## config.mk

```make
export PLATFORM = sky130hd
export DESIGN_NAME = supply_switch_ctrl
export DESIGN_NICKNAME = d
export VERILOG_FILES = /design/src/rtl/supply_switch_ctrl.sv
export SDC_FILE = /design/constraint.sdc
export NUM_CORES = 1
export LEC_CHECK = 0
export BUFFER_PORTS_ARGS = -buffer_cell sky130_fd_sc_hd__buf_2
export CAP_MARGIN = 10
export CORE_AREA = 2 2 62 64
export DETAILED_ROUTE_END_ITERATION = 6
export DIE_AREA = 0 0 64 66
export HOLD_SLACK_MARGIN = 0.05
export PLACE_DENSITY = 0.61
export SLEW_MARGIN = 20
export SYNTH_ARGS = -nofsm -noshare
export SYNTH_HDL_FRONTEND = slang
export SYNTH_SLANG_ARGS = --single-unit
```

## constraint.sdc

```tcl
create_clock -name clk -period 2.35 [get_ports clk]
set_input_delay 0.235 -clock clk [delete_from_list [all_inputs] [get_ports clk]]
set_output_delay 0.235 -clock clk [all_outputs]
set_load 0.01 [all_outputs]
```

## src/rtl/supply_switch_ctrl.sv

```systemverilog
module supply_switch_ctrl #(
  parameter int TICK_DIV  = 50,
  parameter int BF_DWELL  = 500,
  parameter int FB_DWELL  = 10000,
  parameter int RST_TICKS = 10
) (
  input  logic clk,
  input  logic por_n,
  input  logic ext_rst_n,
  input  logic coil_above_on,
  input  logic coil_below_off,
  input  logic cmd_stb,
  input  logic cmd_auto,
  output logic supply_field,
  output logic field_ind,
  output logic host_rst_n,
  output logic core_rst_n
);

  localparam int TW   = $clog2(TICK_DIV + 1);
  localparam int DMAX = (BF_DWELL > FB_DWELL) ? BF_DWELL : FB_DWELL;
  localparam int DW   = $clog2(DMAX + 1);
  localparam int RW   = $clog2(RST_TICKS + 1);
  localparam logic [TW-1:0] TICK_LAST = TW'(TICK_DIV - 1);
  localparam logic [DW-1:0] BF_LAST   = DW'(BF_DWELL - 1);
  localparam logic [DW-1:0] FB_LAST   = DW'(FB_DWELL - 1);
  localparam logic [RW-1:0] RST_LEN   = RW'(RST_TICKS);

  logic [TW-1:0] tdiv;
  logic [DW-1:0] dwell;
  logic [RW-1:0] rst_left;
  logic          auto_en;
  logic          tick;
  logic          on_ok;
  logic          off_cmd;
  logic          leave;
  logic          enter;

  assign tick    = (tdiv == TICK_LAST);
  assign on_ok   = coil_above_on && !coil_below_off;
  assign off_cmd = cmd_stb && !cmd_auto;

  assign enter = !supply_field && auto_en && !off_cmd && on_ok && tick && (dwell == BF_LAST);
  assign leave = supply_field &&
                 (off_cmd || (coil_below_off && tick && (dwell == FB_LAST)));

  always_ff @(posedge clk or negedge por_n)
    if (!por_n)    tdiv <= '0;
    else if (tick) tdiv <= '0;
    else           tdiv <= tdiv + 1'b1;

  always_ff @(posedge clk or negedge por_n)
    if (!por_n)       auto_en <= 1'b1;
    else if (cmd_stb) auto_en <= cmd_auto;

  always_ff @(posedge clk or negedge por_n) begin
    if (!por_n) begin
      supply_field <= 1'b0;
      dwell        <= '0;
    end else if (enter || leave) begin
      supply_field <= enter;
      dwell        <= '0;
    end else if (!supply_field) begin
      if (!auto_en || off_cmd || !on_ok) dwell <= '0;
      else if (tick)                     dwell <= dwell + 1'b1;
    end else begin
      if (!coil_below_off) dwell <= '0;
      else if (tick)       dwell <= dwell + 1'b1;
    end
  end

  always_ff @(posedge clk or negedge por_n)
    if (!por_n)                      rst_left <= '0;
    else if (leave)                  rst_left <= RST_LEN;
    else if (tick && rst_left != '0) rst_left <= rst_left - 1'b1;

  always_ff @(posedge clk or negedge por_n)
    if (!por_n)              field_ind <= 1'b0;
    else if (coil_below_off) field_ind <= 1'b0;
    else if (coil_above_on)  field_ind <= 1'b1;

  assign host_rst_n = por_n && (rst_left == '0);
  assign core_rst_n = host_rst_n && ext_rst_n;

endmodule


```

Yosys cells after proc, flatten, opt, wreduce, memory -nomap -nowiden
Cells that the tools add are included.

Register bits after elaboration: 27. Output and inout port bits: 4. Word-level logic and storage cells: 49.

Add/sub/neg operators: 3. Equal/unequal tests: 3. Mux-type cells: 10. Reduce and logical (&&, ||, !) cells: 27.

Operators with widths (count): 2-to-1 mux 14 bit (5); adder 14 x 1 -> 14 bit (second input constant) (1); equality test 14 bit (second input constant) (1); equality test 14 x 9 -> 1 bit (second input constant) (1); logical AND 1 bit (13); 2-to-1 mux 4 bit (2); adder 6 x 1 -> 6 bit (second input constant) (1); equality test 6 bit (second input constant) (1); logical NOT 1 bit (6); 2-to-1 mux 6 bit (1); logical NOT 4 bit (1); logical OR 1 bit (4); nonzero test 2 bit (2); nonzero test 4 bit (1); subtractor 4 x 1 -> 4 bit (second input constant) (1); 2-to-1 mux 1 bit (2).

Depth between registers and ports, before layout
Gate-level depths: netlist (run 1).

Depth after elaboration: 9. Gate-level depth with buffers: 8.

Worst setup path before layout (run 1)
No wires, ideal clock.

Path kind: reg2reg. From: register tdiv[1]. To: register dwell[11]. Arrival time: 1.893 ns. Setup slack: 0.370 ns. Cell stages (with the launch flop): 7. Clock period less this slack: 1.980 ns. Cells stage by stage: dfrtp_1 > inv_1 > ha_1 > nand4b_4 > or4_4 > or4_1 > a211oi_2.

Cells in the longest elaborated chain, start to end: 7. Elaborated cells on any way between the ends: 13. Those cells by class: eq/ne: 1; mux: 5; reduce/logical: 7.

Ends and longest elaborated chain: from (decl) (line 29) `logic [TW-1:0] tdiv;`; from (signal assigned) (line 50) `else tdiv <= tdiv + 1'b1;`; equality test 6 bit (*) (line 39) `assign tick = (tdiv == TICK_LAST);`; logical AND 1 bit (2 in series) (line 45) `(off_cmd || (coil_below_off && tick && (dwell == FB_LAST)));`; logical OR 1 bit (line 45); logical AND 1 bit (line 44) `assign leave = supply_field &&`; logical OR 1 bit (line 60) `end else if (enter || leave) begin`; 2-to-1 mux 14 bit (*) (line 60); to (signal assigned) (line 65) `else if (tick) dwell <= dwell + 1'b1;`; to (signal assigned) (line 68) `else if (tick) dwell <= dwell + 1'b1;`; to (decl) (line 30) `logic [DW-1:0] dwell;`.

Every way passes the cells marked *; elsewhere a longest branch is shown, timed or not. A chain may end at the register's enable or synchronous reset.

Final worst setup path (run 1)
Same ends and word-level chain as after synthesis.

==> impl_metrics.yaml, run 1 <==
floorplan:
  initial_utilization: 0.432
  die_w_um: 64
  boundaryPins: 11
  coreArea_um2: 3550
  dieArea_um2: 4220
  row_count: 22
  die_h_um: 66
logic_synthesis:
  ys_seq_area_frac: 0.442
  async_reset_ff_frac: 1.00
  yosysTopAreaCellShare: 0.424
  synth_area_leaders: "dfrtp_1 42%, xnor2_1 4.6%, ha_1 4.1%, nor3_1 3.9%, xor2_1 3.4%"
  synth_edf_count: 0
  synthFlopType: "dfrtp_1"
  syn_nets: 162
  synth_area_per_cell_um2: 10.2
  ys.warnings.count: 0
  synth_cell_types: 41
  ys_ff_latch: 27
  synth_area_um2: 1530
  yosys.area.top_type: "dfrtp_1"
  syn_inst: 150
cells_and_area:
  num_antenna_cells: 0
  area_growth_syn_to_layout_pct: 11.9
  drive_gt1_frac: 0.168
  nets: 180
  fill_cells: 329
route:
  wl_per_cell_um: 14.9
  via_per_inst: 5.56
  final_antenna_net_count: 0
  drc: 0
  drtIter0Drc: 75
  num_vias: 1195
  drt_wl_total_um: 3200
  first_pass_iters: 4
clocking:
  clk_latency_ns: 0.32
  cts_resized: 0
  cts_root_buffer: "clkbuf_4"
  cts_inserted_buffers: 3
  cts_max_level: 1
  clk_pin_slew_ns: 0.14
  clockBufferDepth: 2
  cts_tree: "yes"
  clock_sinks: 27
worst_setup_path:
  cp.depth: 6
  required_ns: 2.60
  reg2reg_depth: 6
  cp_max_fo: 6
  crit_chain: "inv_1, ha_1, nand4b_4, or4_4, or4_1, a211oi_2"
  cp_slowest_cell: "or4_4"
  path_buf_inv: 1
  critPathLaunchType: "flop"
  crit_family: "simple AND/OR/NAND/NOR gates"
  crit_arrival_ns: 2.39
  criticalPathCategory: "flop to flop"
  slowest_delay_ns: 0.54
  end_kind: "flop"
power:
  p_leak_nw: 0.714
  irDropWorstVdd_mv: 0.232
  powerDensity_nw_per_um2: 454
timing:
  rsz0062_at_grt: "false"
  finalCriticalPeriod_ns: 2.14
  timing.setup.tns_ns: 0
  setup_viol: 0
  max_freq_ghz: 0.467
  fin_skew_ns: 0.0120
  max_slew_margin: 0.676
  hold_viol_final: 0
  slew_violations: 0
  worst_slew_pin_slew_ns: 0.486
  period_share: 0.911
  worst_hold_slack_ns: 0.119
place:
  portBuffers: 10
  gp_congestion: 0.864
  dpl.hpwl_um: 2400
grt:
  track_usage: 0.171
  antenna_found_initial: 0
  first_global_vias: 1236
  grt_max_degree: 18
  grt_pass1_wl_um: 5660
  grt-ovfl-total: 0
min_path:
  hold_path_depth: 2
  hp-class: "input port to flop"
flow_run:
  drv_cap: 0
run_status:
  status: "complete, no violations"
[layout make-up]
type / instances / area [um^2] / share of cell area
multi-input cells: 114 / 816 / 0.476
flip-flops and latches: 27 / 677 / 0.395
repair buffers: 17 / 118 / 0.0686
well taps: 48 / 60.1 / 0.0350
clock buffers: 4 / 26.3 / 0.0153
inverters: 5 / 18.8 / 0.0109
[registers in the layout, summed over array words and instances, names as in the netlist]
signal / cells
dwell: 14
supply_field: 1
field_ind: 1
rst_left: 4
tdiv: 6
auto_en: 1
[repair_timing]
| action | CTS | global route |
|---|---|---|
| setup buffers | 0 | 0 |
| hold buffers | 1 | 0 |
| endpoints found under the hold margin | 10 | 0 |
[worst register-to-register path, cell delays in order, from the launching register on]
cell	delay, ns
dfrtp_1	0.44
inv_1	0.07
ha_1	0.22
nand4b_4	0.14
or4_4	0.54
or4_1	0.43
a211oi_2	0.24
[where the power goes]
| group | switching (mW) | total (mW) | internal (mW) |
|---|---|---|---|
| clock | 0.130 | 0.196 | 0.0663 |
| sequential | 0.0112 | 0.493 | 0.482 |
| combinational | 0.0466 | 0.0901 | 0.0435 |
| total | 0.188 | 0.779 | 0.592 |
[per-layer routing]
layer	share of wire	vias to the layer above	global-route usage	wire length, um
met5	0	-	0	0
met4	0.012	0	0.0652	38
met3	0.014	4	0.0256	44
met2	0.48	9	0.284	1530
met1	0.49	592	0.224	1580
li1	-	590	-	-
[logic make-up (layout without fill, tap and decap cells)]
family / count (synthesis) / count (layout) / share of synthesized area
AND/OR/NAND/NOR: 77 / 77 / 0.313
flip-flops: 27 / 27 / 0.442
AO/OA/AOI/OAI: 15 / 15 / 0.0775
XOR/XNOR: 14 / 14 / 0.0800
buffers and inverters: 9 / 26 / 0.0261
adder cells (fa/ha/maj): 5 / 5 / 0.0408
multiplexers: 3 / 3 / 0.0204
[synth_stat cells, types with 4 or more instances]
cell	instances
nand4_1	5
nor4_1	5
nand2_1	6
xnor2_1	8
nor2_1	10
nand3_1	7
nor3_1	12
o21ai_0	4
xor2_1	6
or3_1	8
ha_1	5
inv_1	5
dfrtp_1	26
[final timing paths]
kind                            slack [ns]           to            from
max in group asynchronous             1.48      auto_en           por_n
worst min-delay path                  0.12    field_ind  coil_below_off
worst max-delay path                  0.21    dwell[11]         tdiv[1]
worst max register to register        0.21    dwell[11]         tdiv[1]
worst min register to register        0.52    field_ind       field_ind
min in group asynchronous             0.30  rst_left[3]           por_n
[through the flow]
stage | util | power (mW) | area (um^2) | setup slack [ns] | instances
after detailed placement | 0.473 | 0.591 | 1680 | 0.242 | 210
after global routing | 0.483 | 0.826 | 1720 | 0.0865 | 215
after CTS | 0.483 | 0.796 | 1720 | 0.204 | 215
after global placement | 0.473 | 0.588 | 1680 | 0.319 | 210
after floorplan | - | 0.555 | 1530 | 0.370 | 150
final | 0.483 | 0.779 | 1720 | 0.209 | 215
[placed cells by master, fill, tap and decap left out, types with 4 or more instances in the layout]
cell	netlist	final
nand2_1	6	6
nand3_1	7	7
dfrtp_1	26	26
xnor2_1	8	8
xor2_1	6	6
nor4_1	5	5
nor2_1	10	10
buf_2	2	10
nand4_1	5	5
or3_1	8	8
inv_1	5	5
nor3_1	12	12
buf_4	1	5
ha_1	5	5
o21ai_0	4	4
Power figures use the tool's default switching activity.
==> run 2: changes to the inputs <==
CORE_AREA = 2 2 56 71   (was 2 2 62 64)
DIE_AREA = 0 0 58 73   (was 0 0 64 66)
GPL_TIMING_DRIVEN = 0   (was default)
PLACE_DENSITY = default   (was 0.61)
PLACE_DENSITY_LB_ADDON = 0.15   (was default)
==> run 2 against run 1 <==
Utilization shrank 1.3 points. First-iteration DRC count shrank 57%. Non-clock buffer count is the same. Combinational power shrank 4.4%. Cell count shrank 3.7%. Clock skew shrank 0.0043 ns. Critical path depth is the same. Wire length grew 3.3%. Total power grew 9.0%. Register-to-register slack is essentially flat. Largest cell class unchanged.
==> impl_metrics.yaml, run 2 (synthesis gave the netlist of run 1 again) <==
cells_and_area:
  top_regs: "dwell (14), tdiv (6), rst_left (4)"
  utilization: 0.470
  largest_reg_flops: 14
  area_growth_syn_to_layout_pct: 11.3
  layout_common_cells: "26 x dfrtp_1, 12 x buf_2, 12 x nor3_1"
  largest_register: "dwell"
  num_antenna_cells: 0
  drive_gt1_frac: 0.174
  nets: 180
  final_common_cell: "dfrtp_1"
  instances_no_fill: 207
floorplan:
  coreArea_um2: 3630
  initial_utilization: 0.422
  dieArea_um2: 4230
  die_h_um: 73
  row_count: 25
  die_w_um: 58
  boundaryPins: 11
worst_setup_path:
  r2r_slack_ns: 0.22
  critPathLaunchType: "flop"
  end_kind: "flop"
  slowest_delay_ns: 0.55
  crit_arrival_ns: 2.34
  crit_family: "simple AND/OR/NAND/NOR gates"
  path_buf_inv: 1
  crit_chain: "inv_1, ha_1, nand4b_4, or4_4, or4_1, a211oi_2"
  required_ns: 2.56
  cp_slowest_cell: "or4_4"
  criticalPathCategory: "flop to flop"
  cp_max_fo: 6
clocking:
  cts_tree: "yes"
  cts_max_level: 1
  clock_sinks: 27
  cts_root_buffer: "clkbuf_8"
  clockBufferDepth: 2
  cts_inserted_buffers: 3
  clk_pin_slew_ns: 0.10
  clk_latency_ns: 0.28
min_path:
  hp-class: "input port to flop"
place:
  gp_congestion: 0.774
  pre_cts_slack_ns: 0.0756
  dpl.hpwl_um: 2370
  dp_cells: 200
  portBuffers: 10
timing:
  period_share: 0.908
  max_freq_ghz: 0.469
  finalCriticalPeriod_ns: 2.13
  fin_skew_ns: 0.00771
  timing.setup.tns_ns: 0
  worst_slew_pin_slew_ns: 0.634
  rsz0062_at_grt: "false"
  setup_ws_ns: 0.217
  hold_viol_final: 0
  setup_viol: 0
  max_slew_margin: 0.577
  slew_violations: 0
power:
  irDropWorstVdd_mv: 0.302
  power_mw: 0.849
  p_leak_nw: 0.713
  powerDensity_nw_per_um2: 498
grt:
  grt-ovfl-total: 0
  antenna_found_initial: 0
  grt_pass1_wl_um: 5820
  grt_max_degree: 30
  first_global_vias: 1269
  track_usage: 0.180
route:
  wl_per_cell_um: 16.0
  drc: 0
  drt_wl_total_um: 3300
  first_pass_iters: 4
  final_antenna_net_count: 0
  via_per_inst: 5.85
  num_vias: 1210
  drtIter0Drc: 32
flow_run:
  drv_cap: 0
run_status:
  status: "complete, no violations"
[run 2: final timing paths]
path,depth (start not counted),to,startpoint
setup / recovery,6,dwell[11],tdiv[1]
hold / removal,2,field_ind,coil_below_off
setup reg to reg,6,dwell[11],tdiv[1]
hold reg to reg,2,field_ind,field_ind
max in group asynchronous,2,tdiv[0],por_n
min in group asynchronous,2,dwell[11],por_n
[run 2: through the flow]
stage	hold slack (ns)	area [um^2]
detailed placement	0.302	1630
finish	0.158	1710
global route	0.159	1710
global placement	0.292	1630
CTS	0.154	1690
floorplan	-0.0606	1530
[run 2: layer usage]
metal	wire length (um)	up-vias	part of all wire	global-route usage
met2	1680	9	0.51	0.326
met5	0	-	0	0
li1	-	591	-	-
met1	1510	605	0.46	0.209
met4	60	0	0.018	0.0775
met3	53	5	0.016	0.0230
[run 2: power breakdown]
group / internal [mW] / total, mW / switching, mW / leakage, nW
logic: 0.0404 / 0.0861 / 0.0457 / 0.338
registers: 0.481 / 0.492 / 0.0104 / 0.349
clock network: 0.119 / 0.272 / 0.152 / 0.0255
[run 2: area by class of cell]
cell class / instances / area (um^2)
clock buffers: 3 / 41.3
repair buffers: 13 / 75.1
clock inverters: 1 / 5.00
multi-input cells: 114 / 818
flip-flops and latches: 27 / 677
fillers: 359 / 1920
plain buffers: 4 / 21.3
inverters: 5 / 18.8
well taps: 40 / 50.0
[run 2: what timing repair did]
action / CTS / global route
resized for setup: 0 / 1
setup endpoints to repair: 0 / 11
buffers inserted: 0 / 2
hold buffers: 1 / 0
hold endpoints to repair: 26 / 0
==> run 3: changes to the inputs <==
ABC_AREA = 1   (was default)
==> run 3 against run 2 <==
Critical path depth is 1 lower. Synthesized area is 1.3% higher. Largest power group unchanged. Highest routed layer unchanged. Final area hardly changed.
==> impl_metrics.yaml, run 3 <==
grt:
  grt_max_degree: 29
  first_global_vias: 1150
  grt-ovfl-total: 0
  track_usage: 0.146
  antenna_found_initial: 0
  grt_pass1_wl_um: 4900
power:
  irDropWorstVdd_mv: 0.402
  switching_share: 0.218
  p_clk_frac: 0.336
  p_sw_mw: 0.170
  p_int_mw: 0.608
  p_leak_nw: 0.900
  p_seq_frac: 0.610
  powerDensity_nw_per_um2: 456
  power_mw: 0.778
  p_comb_frac: 0.055
route:
  top_layer: "met4"
  num_vias: 1179
  wl_per_cell_um: 11.0
  first_pass_iters: 4
  routed-wl-met3_um: 46
  final_antenna_net_count: 0
  drc: 0
  route.met2.wl_um: 1400
  drtIter0Drc: 42
  drt_wl_total_um: 2780
  wl_met1_um: 1300
  via_per_inst: 4.66
cells_and_area:
  layout_common_cells: "39 x nand2_1, 38 x nor2_1, 36 x inv_1"
  utilization: 0.471
  drive_gt1_frac: 0.113
  final_common_cell: "nand2_1"
  fill_cells: 362
  fin_area_um2: 1710
  area_growth_syn_to_layout_pct: 9.99
  regArea_um2: 677
  num_antenna_cells: 0
  largest_reg_flops: 14
  multi_input_area_um2: 718
  top_regs: "dwell (14), tdiv (6), rst_left (4)"
  instances_no_fill: 253
  nets: 226
  largest_register: "dwell"
worst_setup_path:
  reg2reg_from: "dwell[0]"
  crit_arrival_ns: 1.74
  criticalPathCategory: "input port to primary output"
  required_ns: 2.12
  r2r_slack_ns: 0.62
  end_kind: "primary output"
  critPathLaunchType: "input port"
  cp_max_fo: 28
  reg2reg_to: "dwell[10]"
  reg2reg_depth: 9
place:
  post_dp_cell_area_um2: 1650
  dpl.hpwl_um: 2140
  portBuffers: 10
  pre_cts_slack_ns: 0.615
  dp_cells: 248
  gp_congestion: 0.824
floorplan:
  initial_utilization: 0.428
  dieArea_um2: 4230
  coreArea_um2: 3630
  die_w_um: 58
  row_count: 25
  boundaryPins: 11
  die_h_um: 73
timing:
  period_share: 0.839
  timing.setup.tns_ns: 0
  setup_viol: 0
  finalCriticalPeriod_ns: 1.97
  hold_viol_final: 0
  worst_slew_pin_slew_ns: 0.601
  max_freq_ghz: 0.507
  max_slew_margin: 0.599
  slew_violations: 0
  fin_skew_ns: 0.00423
  setup_ws_ns: 0.378
  rsz0062_at_grt: "false"
  worst_hold_slack_ns: 0.152
logic_synthesis:
  synth_area_per_cell_um2: 7.84
  ys.warnings.count: 0
  syn_inst: 198
  async_reset_ff_frac: 1.00
  ys_top_cells_by_count: "39 x nand2_1, 38 x nor2_1, 36 x inv_1"
  syn_nets: 210
  synth_area_um2: 1550
  synthFlopType: "dfrtp_1"
  synth_most_common_cell: "nand2_1"
  ys_ff_latch: 27
  synth_cell_types: 24
  yosysTopAreaCellShare: 0.419
  synth_edf_count: 0
  ys_seq_area_frac: 0.436
  synth_area_leaders: "dfrtp_1 42%, nand2_1 9.4%, nor2_1 9.2%, inv_1 8.7%, xor2_1 8.5%"
  yosys.area.top_type: "dfrtp_1"
clocking:
  cts_setup_buffers: 0
  clockBufferDepth: 2
  cts.hold.buffers_added: 1
  cts_inserted_buffers: 3
  cts_root_buffer: "clkbuf_8"
  cts_max_level: 1
  cts_resized: 0
  clk_latency_ns: 0.27
  cts_tree: "yes"
  clock_sinks: 27
  clk_pin_slew_ns: 0.09
min_path:
  worstHoldEndpoint: "field_ind"
  min_from: "coil_below_off"
  hp-class: "input port to flop"
  hold_path_depth: 2
flow_run:
  drv_cap: 0
run_status:
  status: "complete, no violations"
==> run 3: cell types whose count changed after synthesis, sizes merged, moves of 4 or more <==
cell	previous run	this run
or3	8	0
nand3	7	13
nand2	6	40
xor2	6	15
or4	4	0
xnor2	8	0
inv	5	37
a211oi	5	0
nor4	5	0
nor3	13	5
nor2	10	40
==> run 3: worst max-delay path: stages <==
cell and delay [ns]:
dlygate4sd3_1 0.52, buf_2 0.50, inv_1 0.13, nor3b_1 0.20, buf_2 0.15
==> run 3: cell families (layout without fill, tap and decap cells) <==
kind of cell    count (synthesis)  count (layout)  share of synthesized area
simple gates                  103             103                      0.294
buf+inv                        39              54                      0.102
flops                          27              27                      0.436
xor+xnor                       15              15                     0.0846
compound gates                  8               8                     0.0371
fa+ha+maj                       5               5                     0.0403
mux                             1               1                    0.00645
==> run 3: final cells by class <==
type                       count  area share
inverter                      37      0.0813
timing repair buffer          11      0.0352
clock buffer                   4      0.0264
sequential                    27       0.396
multi-input combinational    132       0.421
tap                           40      0.0293
buffer                         2      0.0110
==> run 3: how the worst max path moves through the flow <==
stage                 endpoint  cells past startpoint     start
floorplan            dwell[11]                      9  dwell[0]
global placement     dwell[10]                     10   tdiv[1]
detailed placement    dwell[5]                      9  dwell[0]
CTS                 core_rst_n                      5     por_n
global route        core_rst_n                      5     por_n
finish              core_rst_n                      5     por_n
==> run 3: power by group through the flow <==
stage               Clock (mW)  Combinational [mW]  Sequential [mW]
global route             0.279              0.0486            0.476
CTS                      0.267              0.0440            0.475
global placement             0              0.0419            0.483
detailed placement           0              0.0426            0.484
finish                   0.261              0.0425            0.474
floorplan                    0              0.0211            0.484
==> run 3: layer usage <==
| metal | up-vias | global-route usage |
|---|---|---|
| met5 | - | 0 |
| met4 | 0 | 0.0543 |
| met3 | 2 | 0.0160 |
| met2 | 10 | 0.256 |
| met1 | 543 | 0.183 |
| li1 | 624 | - |
